## src/rtl/dhp_pkg.sv

```systemverilog
package dhp_pkg;
  localparam int unsigned NUM_CH    = 2;
  localparam int unsigned DATA_W    = 32;
  localparam int unsigned CTRL_USED = 24;
  // control word layout, per channel c
  localparam int unsigned SEL_BASE  = 4;
  localparam int unsigned DIV_BASE  = 8;
  localparam int unsigned DIV_STEP  = 8;
  localparam int unsigned GATE_BASE = 15;
endpackage

```

## src/rtl/dhp_regs.sv

```systemverilog
module dhp_regs #(
  parameter int unsigned ADDR_W    = 4,
  parameter int unsigned DATA_W    = 32,
  parameter int unsigned N_CH      = 2,
  parameter int unsigned CTRL_USED = 24
) (
  input  logic                           clk,
  input  logic                           rst,
  input  logic                           wr_en,
  input  logic [ADDR_W-1:0]              addr,
  input  logic [DATA_W-1:0]              wdata,
  output logic [DATA_W-1:0]              rdata,
  output logic [N_CH-1:0][DATA_W-1:0]    cnt_o,
  output logic [CTRL_USED-1:0]           ctrl_o
);
  localparam logic [ADDR_W-1:0] CTRL_ADDR = ADDR_W'(N_CH * 4);

  logic [N_CH-1:0][DATA_W-1:0] cnt_q;
  logic [CTRL_USED-1:0]        ctrl_q;
  logic [DATA_W-1:0]           rd_nx;

  always_comb begin
    rd_nx = '0;
    for (int i = 0; i < N_CH; i++)
      if (addr == ADDR_W'(i * 4)) rd_nx = cnt_q[i];
    if (addr == CTRL_ADDR) rd_nx = DATA_W'(ctrl_q);
  end

  always_ff @(posedge clk) begin
    if (rst) begin
      cnt_q  <= '0;
      ctrl_q <= '0;
      rdata  <= '0;
    end else begin
      if (wr_en) begin
        for (int i = 0; i < N_CH; i++)
          if (addr == ADDR_W'(i * 4)) cnt_q[i] <= wdata;
        if (addr == CTRL_ADDR) ctrl_q <= wdata[CTRL_USED-1:0];
      end
      rdata <= rd_nx;
    end
  end

  assign cnt_o  = cnt_q;
  assign ctrl_o = ctrl_q;
endmodule

```

## src/rtl/dhp_clkpath.sv

```systemverilog
module dhp_clkpath #(
  parameter int unsigned NUM_SRC = 4,
  parameter int unsigned SEL_W   = 2,
  parameter int unsigned DIV_W   = 7
) (
  input  logic               clk,
  input  logic               rst,
  input  logic [NUM_SRC-1:0] src_tick,
  input  logic [SEL_W-1:0]   sel,
  input  logic [DIV_W-1:0]   div,
  input  logic               gate,
  output logic               tick
);
  logic             sel_tick;
  logic [DIV_W-1:0] div_cnt;
  logic             div_wrap;

  assign sel_tick = src_tick[sel];
  // >= so that lowering the divider mid-count never strands the counter
  assign div_wrap = (div_cnt >= div);

  always_ff @(posedge clk) begin
    if (rst)           div_cnt <= '0;
    else if (sel_tick) div_cnt <= div_wrap ? '0 : div_cnt + 1'b1;
  end

  assign tick = sel_tick & div_wrap & gate;
endmodule

```

## src/rtl/dhp_counter.sv

```systemverilog
module dhp_counter #(
  parameter int unsigned CNT_W = 16
) (
  input  logic             clk,
  input  logic             rst,
  input  logic             en,
  input  logic             tick,
  input  logic [CNT_W-1:0] hi_in,
  input  logic [CNT_W-1:0] lo_in,
  output logic             pwm_o
);
  logic             en_q;
  logic             ph_hi;
  logic [CNT_W-1:0] cnt, sh_hi, sh_lo;
  logic [CNT_W:0]   cnt_nx;
  logic             hi_done, lo_done, boundary, to_lo;

  assign cnt_nx   = {1'b0, cnt} + 1'b1;
  assign hi_done  = cnt_nx >= {1'b0, sh_hi};
  assign lo_done  = cnt_nx >= {1'b0, sh_lo};
  assign boundary = tick & (ph_hi ? (hi_done & (sh_lo == '0)) : lo_done);
  assign to_lo    = tick & ph_hi & hi_done & (sh_lo != '0);

  always_ff @(posedge clk) begin
    if (rst) begin
      en_q  <= 1'b0;
      ph_hi <= 1'b0;
      cnt   <= '0;
      sh_hi <= '0;
      sh_lo <= '0;
      pwm_o <= 1'b0;
    end else begin
      en_q <= en;
      if (!en) begin
        ph_hi <= 1'b0;
        cnt   <= '0;
        pwm_o <= 1'b0;
      end else if (!en_q || boundary) begin
        sh_hi <= hi_in;
        sh_lo <= lo_in;
        cnt   <= '0;
        ph_hi <= (hi_in != '0);
        pwm_o <= (hi_in != '0);
      end else if (to_lo) begin
        ph_hi <= 1'b0;
        cnt   <= '0;
        pwm_o <= 1'b0;
      end else if (tick) begin
        cnt <= cnt_nx[CNT_W-1:0];
      end
    end
  end
endmodule

```

## src/rtl/dual_hl_pwm.sv

```systemverilog
module dual_hl_pwm
  import dhp_pkg::*;
#(
  parameter int unsigned ADDR_W  = 4,
  parameter int unsigned CNT_W   = 16,
  parameter int unsigned DIV_W   = 7,
  parameter int unsigned SEL_W   = 2,
  parameter int unsigned NUM_SRC = 4
) (
  input  logic               clk,
  input  logic               rst,
  input  logic [NUM_SRC-1:0] src_tick,
  input  logic               bus_wr,
  input  logic [ADDR_W-1:0]  bus_addr,
  input  logic [31:0]        bus_wdata,
  output logic [31:0]        bus_rdata,
  output logic [NUM_CH-1:0]  pwm_out
);
  logic [NUM_CH-1:0][DATA_W-1:0] cnt_w;
  logic [CTRL_USED-1:0]          ctrl_w;
  logic [NUM_CH-1:0]             ch_en;
  logic [NUM_CH-1:0]             ch_gate;
  logic                          ctrl_unused;

  dhp_regs #(
    .ADDR_W(ADDR_W), .DATA_W(DATA_W), .N_CH(NUM_CH), .CTRL_USED(CTRL_USED)
  ) u_regs (
    .clk(clk), .rst(rst), .wr_en(bus_wr), .addr(bus_addr), .wdata(bus_wdata),
    .rdata(bus_rdata), .cnt_o(cnt_w), .ctrl_o(ctrl_w)
  );

  // bits between the enables and the first select are stored but drive nothing
  assign ctrl_unused = ^ctrl_w[SEL_BASE-1:NUM_CH];

  for (genvar c = 0; c < NUM_CH; c++) begin : g_ch
    localparam int unsigned SEL_LSB  = SEL_BASE + SEL_W * c;
    localparam int unsigned DIV_LSB  = DIV_BASE + DIV_STEP * c;
    localparam int unsigned GATE_BIT = GATE_BASE + DIV_STEP * c;

    logic [SEL_W-1:0] sel;
    logic [DIV_W-1:0] div;
    logic             tick;

    assign ch_en[c]   = ctrl_w[c];
    assign ch_gate[c] = ctrl_w[GATE_BIT];
    assign sel        = ctrl_w[SEL_LSB +: SEL_W];
    assign div        = ctrl_w[DIV_LSB +: DIV_W];

    dhp_clkpath #(.NUM_SRC(NUM_SRC), .SEL_W(SEL_W), .DIV_W(DIV_W)) u_clk (
      .clk(clk), .rst(rst), .src_tick(src_tick), .sel(sel), .div(div),
      .gate(ch_gate[c]), .tick(tick)
    );

    dhp_counter #(.CNT_W(CNT_W)) u_cnt (
      .clk(clk), .rst(rst), .en(ch_en[c]), .tick(tick),
      .hi_in(cnt_w[c][CNT_W +: CNT_W]), .lo_in(cnt_w[c][0 +: CNT_W]),
      .pwm_o(pwm_out[c])
    );
  end
endmodule

```

## config.mk

```make
export PLATFORM = sky130hd
export DESIGN_NAME = dual_hl_pwm
export DESIGN_NICKNAME = d
export VERILOG_FILES = /design/src/rtl/dhp_pkg.sv /design/src/rtl/dhp_regs.sv /design/src/rtl/dhp_clkpath.sv /design/src/rtl/dhp_counter.sv /design/src/rtl/dual_hl_pwm.sv
export SDC_FILE = /design/constraint.sdc
export NUM_CORES = 1
export LEC_CHECK = 0
export BUFFER_PORTS_ARGS = -buffer_cell sky130_fd_sc_hd__buf_2
export CORE_MARGIN = 3
export CORE_UTILIZATION = 55
export DETAILED_ROUTE_END_ITERATION = 16
export PLACE_DENSITY = 0.71
export SYNTH_ARGS = -nofsm -noshare
export SYNTH_HDL_FRONTEND = slang
export SYNTH_HIERARCHICAL = 1
export SYNTH_SLANG_ARGS = --single-unit
```

## constraint.sdc

```tcl
create_clock -name clk -period 4 [get_ports clk]
set_input_delay 0.4 -clock clk [delete_from_list [all_inputs] [get_ports clk]]
set_output_delay 0.4 -clock clk [all_outputs]
set_load 0.01 [all_outputs]
```

==> results_tabular.tex <==
\begin{tabular}{lr}
\hline
Metric & Value \\
\hline
\multicolumn{2}{l}{\textbf{Yosys}} \\
FFs w/ async S/R, synth & 0\% \\
Synth area leader & dfxtp\_1 \\
Area share of the leading cell type in the synthesized netlist & 37.1\% \\
Cell area after technology mapping & 12,600 µm² \\
Number of warnings reported in the yosys synthesis log & 6 \\
Number of synthesized register bits & 234 \\
Part of the Yosys area used for sequential elements & a little under two fifths \\
Most common flop cell mapped by yosys & dfxtp\_1 \\
Average instance area after synthesis & just over 9 µm² \\
Post-synthesis net count & 1,504 \\
Number of enable-type register cells in the synthesized netlist & 0 \\
Most area-consuming cells after synthesis & dfxtp\_1 37\%, nand2b\_1 9.5\%, ha\_1 8.1\% \\
Netlist cell types & 66 \\
Mapped Cells & 1,379 \\
\multicolumn{2}{l}{\textbf{Route}} \\
ANT nets after route & 0 \\
Vias after detailed routing & 9,923 \\
Number of violations reported at the end of detailed-routing iteration 0 & approximately 630 \\
Post-route DRC & 0 \\
Number of detailed-routing iterations run before antenna repair & 5 \\
Total wire length after detailed routing & between 30,000 and 40,000 µm \\
Detailed-route wire length per cell & 18.0 µm \\
Drt via density & 5.78 \\
\multicolumn{2}{l}{\textbf{Finish}} \\
Summed area of non-filler cells in the final layout & 14,100 µm² \\
Area of the multi-input gates & approximately 7200 µm² \\
Net total in the final layout & $\sim$1,500 \\
Register area & $\sim$4700 µm² \\
Most frequent standard cell in the layout excluding fill and tap cells & dfxtp\_1 \\
Proportion of layout cells with a drive suffix above 1 & about an eighth \\
Final core utilization & 63.5\% \\
Number of inserted diodes & 0 \\
Synth-to-layout area growth & 11.4\% \\
Highest-count cells in the layout ignoring fill and taps & 232 x dfxtp\_1, 191 x nand2b\_1, 101 x mux2i\_1 \\
Number of filler instances in the final layout & 1,862 \\
\multicolumn{2}{l}{\textbf{Power and ir drop}} \\
Leakage component of the power & between 5 and 6 nW \\
Total power draw & 0.00516 W \\
Total power per unit cell area & 367 nW/µm² \\
Maximum vdd drop & 0.352 mV \\
\multicolumn{2}{l}{\textbf{Worst setup path}} \\
Critical Setup Path Class & reg -> reg \\
Element type at the critical path start & flip-flop \\
Critical path data arrival time & approximately 4.3 ns \\
Largest fanout on the critical path & 16 \\
Critical path data required time & 4.45 ns \\
Critical path capture point type & flip-flop \\
\multicolumn{2}{l}{\textbf{Clock network}} \\
Clock buffer depth & 3 \\
H-tree lvl count & 1 \\
Root Driver & clkbuf\_16 \\
Clock sinks & 234 \\
Number of hold buffers added after CTS & 0 \\
Clock-pin transition on the worst setup and hold timing paths & 0.06 ns \\
Clk Latency, worst-skew pair & 0.52 ns \\
TritonCTS clock tree & built \\
Inserted Clock Buffers & 25 \\
\multicolumn{2}{l}{\textbf{Timing}} \\
Fraction of the cycle the final worst path needs & 95.2\% \\
Peak clock frequency supported by timing & 263 MHz \\
Setup violation total in the final timing report & 0 \\
Final period demand of the worst path & 3.81 ns \\
Slew at the pin with the worst max-slew slack & roughly 0.85 ns \\
Worst slew margin relative to its limit & between 40\% and 50\% \\
Setup skew after layout & 0.0179 ns \\
Number of hold-slack violations in the final timing report & 0 \\
RSZ-0062 raised after global routing & false \\
Worst hold margin & 0.194 ns \\
Final count of pins violating max slew & 0 \\
\multicolumn{2}{l}{\textbf{Placed design}} \\
Gpl congestion & between 0.9 and 1 \\
Post-detailed-placement cell area & 13,000 µm² \\
Half-perimeter wire length of the detailed placement result & 21,900 µm \\
Count of buffers inserted at the top-level ports & 76 \\
\multicolumn{2}{l}{\textbf{Die}} \\
Top-level I/O count & 77 \\
Placeable core area & 22,200 µm² \\
Chip Height & 158 µm \\
Total die area & approximately 25,000 µm² \\
Starting Density & 57.0\% \\
Standard-cell row count & 54 \\
X dimension of the die & about 160 µm \\
\multicolumn{2}{l}{\textbf{Global route}} \\
GRT Resource Usage Total & 24.3\% \\
Final global-route overflow total & 0 \\
Wire length of the first global-routing pass & 49,000 µm \\
Via count of the first global-routing pass & roughly 9,300 \\
Largest net degree at the start of global routing & between 70 and 80 \\
Antenna violations before repair & 1 \\
\multicolumn{2}{l}{\textbf{Hold path}} \\
Worst hold path type & in -> reg \\
\multicolumn{2}{l}{\textbf{Outcome}} \\
Outcome & complete, no violations \\
\multicolumn{2}{l}{\textbf{Flow run}} \\
Number of maximum-capacitance violations & 0 \\
\hline
\end{tabular}
## report_power, final
| part | leakage [nW] | internal (W) | switching [W] |
|---|---|---|---|
| sequential | 1.89 | 0.00235 | 0.0000179 |
| combinational | 3.30 | 0.0000943 | 0.000142 |
| clock | 0.436 | 0.00160 | 0.000951 |
| total | 5.62 | 0.00405 | 0.00111 |
## synth_stat cells (39+ instances only)
library cell and instances:
nor2_1 60, inv_1 87, nand2_1 39, xor2_1 43, clkbuf_1 50, nand2b_1 191, mux2i_1 101, nand3_1 57
dfxtp_1 234, ha_1 82, a21oi_1 75
## final timing paths
check	to	start	slack (ns)	cells after the start
worst max-delay path	g_ch[0].u_cnt/sh_hi[5]	g_ch[0].u_cnt/cnt[0]	0.19	15
worst min-delay path	u_regs/cnt_o[61]	bus_wdata[29]	0.19	3
worst max register to register	g_ch[0].u_cnt/sh_hi[5]	g_ch[0].u_cnt/cnt[0]	0.19	15
worst min register to register	g_ch[0].u_cnt/sh_hi[10]	g_ch[0].u_cnt/sh_hi[10]	0.48	2
## per-stage QoR
step	instances	TNS [ns]	setup WS (ns)
finish	1718	0	0.193
global route	1718	0	0.0125
CTS	1716	0	0.0231
detailed placement	1672	-1.08	-0.0996
global placement	1672	0	0.0919
floorplan	1379	0	0.356
## registers in the layout (all words and copies together), names as in the netlist
register / flops
u_regs/cnt_o: 64
g_ch.u_cnt/en_q: 2
u_regs/rdata: 32
g_ch.u_cnt/sh_lo: 32
g_ch.u_cnt/ph_hi: 2
g_ch.u_cnt/sh_hi: 32
g_ch.u_cnt/cnt: 32
u_regs/ctrl_o: 24
g_ch.u_clk/div_cnt: 14
## critical path: stages, from the launching register on
cell and delay (ns):
dfxtp_2 0.41, ha_2 0.25, and3_1 0.22, and3_1 0.19, nand3_1 0.18, nor2_1 0.18, xor2_1 0.31, ha_1 0.31
a21o_1 0.18, a21oi_1 0.20, o41a_1 0.22, o2111ai_2 0.18, a31oi_4 0.26, o32a_2 0.26, clkbuf_16 0.22, mux2i_1 0.19
## routing by layer
layer	wire length [µm]	GRT usage, %	up-vias
met2	13700	38.2	265
met5	13	0	-
met4	689	6.12	2
li1	-	-	4868
met1	14800	35.1	4737
met3	1690	3.74	51
## cell families (layout without fill, tap and decap cells)
kind of cell	Yosys count	in the layout	share of synthesized area, %
and+or+nand+nor	469	469	21.7
xor gates and xnor gates	70	70	4.85
DFF	234	234	37.1
AOI/OAI and AO/OA	248	248	13.0
muxes	103	103	8.36
adders and majority gates	82	82	8.12
buffers and inverters	173	232	6.84
## timing repair
item                                    4_1_cts  5_1_grt
gates resized for setup                       2       14
pin swaps                                     0        2
gates cloned                                  0        1
setup buffers                                 0        1
endpoints found under the setup margin       16       97
## layout make-up
class / count / area share, %
Multi-Input combinational cell: 972 / 51.0
Sequential cell: 234 / 33.3
Clock buffer: 31 / 4.89
Timing Repair Buffer: 101 / 4.32
Tap cell: 280 / 2.49
Inverter: 87 / 2.32
Clock inverter: 13 / 1.60
Power figures use the tool's default switching activity.
